--- src/rtl/cmp_timer_pkg.sv ---
package cmp_timer_pkg;
  localparam int unsigned AW = 2;

  localparam logic [AW-1:0] ADDR_CTRL = 2'd0;
  localparam logic [AW-1:0] ADDR_CNT  = 2'd1;
  localparam logic [AW-1:0] ADDR_CMP  = 2'd2;
  localparam logic [AW-1:0] ADDR_FLAG = 2'd3;

  typedef enum logic [1:0] {
    PIN_OFF = 2'b00,
    PIN_TGL = 2'b01,
    PIN_LO  = 2'b10,
    PIN_HI  = 2'b11
  } pin_mode_e;

  typedef struct packed {
    logic      force_cmp;
    logic      pwm_en;
    pin_mode_e mode;
    logic      clr_on_match;
    logic [2:0] clk_sel;
  } ctrl_t;
endpackage

--- src/rtl/cmp_timer_regs.sv ---
module cmp_timer_regs
  import cmp_timer_pkg::*;
#(
  parameter int unsigned DW = 8
) (
  input  logic          clk_i,
  input  logic          rst_ni,
  input  logic          we_i,
  input  logic [AW-1:0] addr_i,
  input  logic [DW-1:0] wdata_i,
  input  logic [DW-1:0] cnt_i,
  input  logic          match_i,
  output ctrl_t         ctrl_o,
  output logic [DW-1:0] cmp_o,
  output logic          flag_o,
  output logic          force_o,
  output logic [DW-1:0] rdata_o
);
  localparam int unsigned CW = $bits(ctrl_t);

  ctrl_t         ctrl_q;
  logic [DW-1:0] cmp_q;
  logic          flag_q;
  logic          wr_ctrl, wr_cmp, wr_flag;
  ctrl_t         wr_byte;

  assign wr_ctrl = we_i && (addr_i == ADDR_CTRL);
  assign wr_cmp  = we_i && (addr_i == ADDR_CMP);
  assign wr_flag = we_i && (addr_i == ADDR_FLAG);
  assign wr_byte = ctrl_t'(wdata_i[CW-1:0]);

  // strobe is inert when PWM is set in stored or incoming byte
  assign force_o = wr_ctrl && wr_byte.force_cmp && !wr_byte.pwm_en && !ctrl_q.pwm_en;

  always_ff @(posedge clk_i or negedge rst_ni) begin
    if (!rst_ni) begin
      ctrl_q <= '0;
      cmp_q  <= '0;
      flag_q <= 1'b0;
    end else begin
      if (wr_ctrl) begin
        ctrl_q           <= wr_byte;
        ctrl_q.force_cmp <= 1'b0;
      end
      if (wr_cmp) cmp_q <= wdata_i;
      if (match_i)                 flag_q <= 1'b1;
      else if (wr_flag && wdata_i[0]) flag_q <= 1'b0;
    end
  end

  always_comb begin
    rdata_o = '0;
    unique case (addr_i)
      ADDR_CTRL: rdata_o[CW-1:0] = ctrl_q;
      ADDR_CNT:  rdata_o = cnt_i;
      ADDR_CMP:  rdata_o = cmp_q;
      ADDR_FLAG: rdata_o[0] = flag_q;
      default:   rdata_o = '0;
    endcase
  end

  assign ctrl_o = ctrl_q;
  assign cmp_o  = cmp_q;
  assign flag_o = flag_q;
endmodule

--- src/rtl/cmp_timer_cnt.sv ---
module cmp_timer_cnt #(
  parameter int unsigned DW = 8
) (
  input  logic          clk_i,
  input  logic          rst_ni,
  input  logic          en_i,
  input  logic          run_i,
  input  logic          clr_on_match_i,
  input  logic [DW-1:0] cmp_i,
  input  logic          load_i,
  input  logic [DW-1:0] load_val_i,
  output logic [DW-1:0] cnt_o,
  output logic          match_o
);
  logic [DW-1:0] cnt_q;
  logic          step;

  assign step    = en_i && run_i;
  assign match_o = step && (cnt_q == cmp_i);

  always_ff @(posedge clk_i or negedge rst_ni) begin
    if (!rst_ni)                       cnt_q <= '0;
    else if (load_i)                   cnt_q <= load_val_i;
    else if (match_o && clr_on_match_i) cnt_q <= '0;
    else if (step)                     cnt_q <= cnt_q + 1'b1;
  end

  assign cnt_o = cnt_q;
endmodule

--- src/rtl/cmp_timer_ocu.sv ---
module cmp_timer_ocu
  import cmp_timer_pkg::*;
(
  input  logic      clk_i,
  input  logic      rst_ni,
  input  pin_mode_e mode_i,
  input  logic      act_i,
  output logic      pin_o,
  output logic      oe_o
);
  logic pin_q, pin_d;

  always_comb begin
    pin_d = pin_q;
    if (act_i) begin
      unique case (mode_i)
        PIN_TGL: pin_d = ~pin_q;
        PIN_LO:  pin_d = 1'b0;
        PIN_HI:  pin_d = 1'b1;
        default: pin_d = pin_q;
      endcase
    end
  end

  always_ff @(posedge clk_i or negedge rst_ni) begin
    if (!rst_ni) pin_q <= 1'b0;
    else         pin_q <= pin_d;
  end

  assign pin_o = pin_q;
  assign oe_o  = (mode_i != PIN_OFF);
endmodule

--- src/rtl/cmp_timer.sv ---
module cmp_timer
  import cmp_timer_pkg::*;
#(
  parameter int unsigned DW = 8
) (
  input  logic          clk_i,
  input  logic          rst_ni,
  input  logic          reg_we_i,
  input  logic [1:0]    reg_addr_i,
  input  logic [DW-1:0] reg_wdata_i,
  output logic [DW-1:0] reg_rdata_o,
  input  logic          cnt_en_i,
  output logic          cmp_pin_o,
  output logic          cmp_pin_oe_o,
  output logic          irq_o
);
  ctrl_t         ctrl_q;
  logic [DW-1:0] cmp_q;
  logic [DW-1:0] cnt_q;
  logic          match;
  logic          force_act;
  logic          flag_q;
  logic          cnt_load;

  assign cnt_load = reg_we_i && (reg_addr_i == ADDR_CNT);

  cmp_timer_regs #(.DW(DW)) u_regs (
    .clk_i   (clk_i),
    .rst_ni  (rst_ni),
    .we_i    (reg_we_i),
    .addr_i  (reg_addr_i),
    .wdata_i (reg_wdata_i),
    .cnt_i   (cnt_q),
    .match_i (match),
    .ctrl_o  (ctrl_q),
    .cmp_o   (cmp_q),
    .flag_o  (flag_q),
    .force_o (force_act),
    .rdata_o (reg_rdata_o)
  );

  cmp_timer_cnt #(.DW(DW)) u_cnt (
    .clk_i          (clk_i),
    .rst_ni         (rst_ni),
    .en_i           (cnt_en_i),
    .run_i          (ctrl_q.clk_sel != 3'b000),
    .clr_on_match_i (ctrl_q.clr_on_match),
    .cmp_i          (cmp_q),
    .load_i         (cnt_load),
    .load_val_i     (reg_wdata_i),
    .cnt_o          (cnt_q),
    .match_o        (match)
  );

  // action uses the mode held before any same-cycle control write
  cmp_timer_ocu u_ocu (
    .clk_i  (clk_i),
    .rst_ni (rst_ni),
    .mode_i (ctrl_q.mode),
    .act_i  (match || force_act),
    .pin_o  (cmp_pin_o),
    .oe_o   (cmp_pin_oe_o)
  );

  assign irq_o = flag_q;
endmodule

--- config.mk ---
export PLATFORM = sky130hd
export DESIGN_NAME = cmp_timer
export DESIGN_NICKNAME = d
export VERILOG_FILES = /design/src/rtl/cmp_timer_pkg.sv /design/src/rtl/cmp_timer_regs.sv /design/src/rtl/cmp_timer_cnt.sv /design/src/rtl/cmp_timer_ocu.sv /design/src/rtl/cmp_timer.sv
export SDC_FILE = /design/constraint.sdc
export NUM_CORES = 1
export LEC_CHECK = 0
export ABC_CLOCK_PERIOD_IN_PS = 4500
export BUFFER_PORTS_ARGS = -buffer_cell sky130_fd_sc_hd__buf_2
export CORE_ASPECT_RATIO = 0.75
export CORE_MARGIN = 1
export CORE_UTILIZATION = 59
export DETAILED_ROUTE_END_ITERATION = 6
export GPL_TIMING_DRIVEN = 0
export HOLD_SLACK_MARGIN = 0.06
export PLACE_DENSITY = 0.86
export SETUP_SLACK_MARGIN = 0.2
export SKIP_CTS_REPAIR_TIMING = 1
export SYNTH_ARGS = -nofsm -noshare
export SYNTH_HDL_FRONTEND = slang
export SYNTH_SLANG_ARGS = --single-unit
export TNS_END_PERCENT = 100
--- constraint.sdc ---
create_clock -name clk_i -period 4.5 [get_ports clk_i]
set_input_delay 0 -clock clk_i [delete_from_list [all_inputs] [get_ports clk_i]]
set_output_delay 0 -clock clk_i [all_outputs]
set_load 0.02 [all_outputs]
==> impl_metrics.tcl <==
set metrics [dict create \
    cts-root-buf "clkbuf_4" \
    start_util 0.633 \
    instances_no_fill 208 \
    num-nets-final 190 \
    arrival_ns 1.88 \
    cap_violations 0 \
    synth_common_cells "dfrtp_1 (25), nand2_1 (24), mux2_2 (14), xnor2_1 (12), o31ai_1 (9)" \
    cp_top_family "simple AND/OR/NAND/NOR gates" \
    grt_overflow 0 \
    crit_path_start_kind "flip-flop" \
    num_vias 1204 \
    dpl.hpwl_mm 2.39 \
    critical_path_buf_inv_count 0 \
    p_comb_frac 0.416 \
    grt_pass1_wl_mm 5.12 \
    worst_pin_slew_ns 0.817 \
    hold_class "in2reg" \
    crit_chain "xnor2_2, nand3_4, nor4_4, o31ai_1" \
    fmax_mhz 594 \
    synth_area_mm2 0.00149 \
    worstRegToRegCells 4 \
    insertion_delay_ns 0.33 \
    reg2reg_to "u_cnt.cnt_o[2]" \
    synth_nets 151 \
    portBuffers 24 \
    synthCells 136 \
    endpoint_kind "flip-flop" \
    ant_nets 0 \
    hold_depth 4 \
    crit_type "reg2reg" \
    cp_max_fo 8 \
    synth_top_area_frac 0.421 \
    fin_skew_ns 0.00669 \
    critPathRequiredTime_ns 4.70 \
    wl_per_cell_um 16.0 \
    cpPeakStageDelay_ns 0.54 \
    total_power_mw 0.782 \
    dr.pass1.iters 4 \
    setup_viol 0 \
    outcome "finished clean" \
    post-route-period-util 0.374 \
    cts-buffers-inserted 3 \
    yosysMostFrequentCell "dfrtp_1" \
    switching_share 0.394 \
    powerDensity_mw_per_mm2 441 \
    area_growth_pct 19.5 \
    track_usage 0.268 \
    synth_area_leaders "dfrtp_1 (42%), mux2_2 (11%), xnor2_1 (7.1%), nand2_1 (6.1%), mux2i_1 (4.7%)" \
    synth-async-reset-ratio 1.00 \
    synth_edf_count 0 \
    clock_sinks 25 \
    n_antenna_cell 0 \
    layout_min_cycle_time_ns 1.68 \
    dieWidth_um 59.9 \
    wl_mm 3.34 \
    cts.clk_slew.worst_paths_ns 0.14 \
    rr_startpoint "u_cnt.cnt_o[0]" \
    dieArea_mm2 0.00272 \
    power_leakage_nw 0.725 \
    yosysUniqueCellTypes 36 \
    core_area_mm2 0.00235 \
    die_h_um 45.5 \
    hp-start "reg_addr_i[0]" \
    synth_top_cell_by_area "dfrtp_1" \
    clock_path_buffers 2 \
    yosysWarnings 0 \
    switchingPower_mw 0.309 \
    ys_seq_area_frac 0.421 \
    pwr-share-seq 0.453 \
    synthFlopType "dfrtp_1" \
    drive_above_1_share 0.310 \
    slowest_stage "nor4_4" \
    rsz0062_at_grt "no" \
    drt_iter0_drc 72 \
    dp_cells 194 \
    hold_path_end "u_regs.ctrl_o[3]" \
    place_congestion 0.802 \
    cts_tree "done" \
    hold_violations 0 \
    grt_max_degree 26 \
    antenna_found_initial 0 \
    p_int_mw 0.474 \
    synth_seq_cells 25 \
    p_clk_frac 0.131 \
    avgSynthCellArea_um2 10.9 \
    final.setup.tns_ns 0 \
    slew_violations 0 \
    vias_per_cell 5.79 \
    r2r_setup_slack_ns 2.82 \
    irDropWorstVdd_v 0.000302 \
    grt_pass1_vias 1056 \
    io_pins 25 \
    drcViolationCount 0 \
    relSlewSlack 0.453 \
    htree_levels 1 \
    rows 15 \
]
-- worst max path at each step --
stage | cells after the start | start | to
finish | 4 | u_cnt.cnt_o[0] | u_cnt.cnt_o[2]
global route | 4 | u_cnt.cnt_o[6] | u_cnt.cnt_o[3]
CTS | 5 | u_cnt.cnt_o[3] | u_cnt.cnt_o[7]
detailed placement | 5 | u_cnt.cnt_o[3] | u_cnt.cnt_o[7]
global placement | 5 | u_cnt.cnt_o[3] | u_cnt.cnt_o[3]
floorplan | 5 | u_cnt.cnt_o[3] | u_ocu.pin_o
-- state kept, by name (all words and copies together), names as in the netlist --
| name | cells |
|---|---|
| u_regs.flag_o | 1 |
| u_regs.cmp_o | 8 |
| u_ocu.pin_o | 1 |
| u_cnt.cnt_o | 8 |
| u_regs.ctrl_o | 7 |
-- routing by layer --
| layer | part of all wire | routed length (um) | global-route usage | up-vias |
|---|---|---|---|---|
| met5 | 0 | 0 | 0 | - |
| met4 | 0.0087 | 29 | 0.0698 | 0 |
| met3 | 0.052 | 172 | 0.0625 | 4 |
| met2 | 0.49 | 1620 | 0.442 | 38 |
| met1 | 0.45 | 1510 | 0.359 | 593 |
| li1 | - | - | - | 569 |
-- layout make-up --
| type | count | area (um^2) |
|---|---|---|
| well taps | 34 | 42.5 |
| flip-flops and latches | 25 | 626 |
| clock buffers | 3 | 22.5 |
| multi-input cells | 105 | 828 |
| inverters | 1 | 3.75 |
| fillers | 173 | 571 |
| repair buffers | 34 | 220 |
| clock inverters | 1 | 5.00 |
| plain buffers | 5 | 27.5 |
-- worst min-delay path, cell delays in order --
cell and delay, ns:
buf_2 0.11, nor3b_2 0.12, nand2_1 0.09, o21ai_0 0.07
-- cell families after synthesis --
group / share of synthesized area
XOR/XNOR: 0.106
adder cells (fa/ha/maj): 0.00842
multiplexers: 0.168
buffers and inverters: 0.0211
flip-flops: 0.421
AO/OA/AOI/OAI: 0.0994
AND/OR/NAND/NOR: 0.175
-- layout by cell type, fill, tap and decap left out, types with 2 or more instances in the layout --
| cell | Yosys | routed |
|---|---|---|
| clkbuf_1 | 2 | 2 |
| mux2i_1 | 7 | 7 |
| dfrtp_1 | 25 | 25 |
| mux2_2 | 14 | 14 |
| xnor2_1 | 12 | 12 |
| clkbuf_4 | 0 | 3 |
| nand4_1 | 3 | 3 |
| nand2_1 | 24 | 24 |
| nand3_1 | 4 | 4 |
| o21ai_0 | 8 | 8 |
| o31ai_1 | 9 | 9 |
| dlygate4sd3_1 | 0 | 10 |
| buf_2 | 1 | 25 |
| nor2_1 | 2 | 2 |
| nor3_1 | 2 | 2 |
-- per-stage QoR --
| step | worst slack [ns] | hold slack, ns | util | cell area, um^2 |
|---|---|---|---|---|
| after global placement | 2.91 | 0.0131 | 0.702 | 1650 |
| after floorplan | 3.04 | -0.296 | - | 1490 |
| final | 2.82 | 0.106 | 0.757 | 1780 |
| after CTS | 2.86 | -0.346 | 0.714 | 1680 |
| after detailed placement | 2.88 | 0.0232 | 0.702 | 1650 |
| after global routing | 2.74 | 0.106 | 0.757 | 1780 |
-- power groups by stage --
stage,registers (mW),clock network (mW),logic [mW]
detailed placement,0.358,0,0.317
finish,0.354,0.103,0.325
CTS,0.353,0.106,0.318
floorplan,0.346,0,0.245
global route,0.364,0.114,0.354
global placement,0.352,0,0.306
Note: power is estimated with default switching activity, not from simulation.
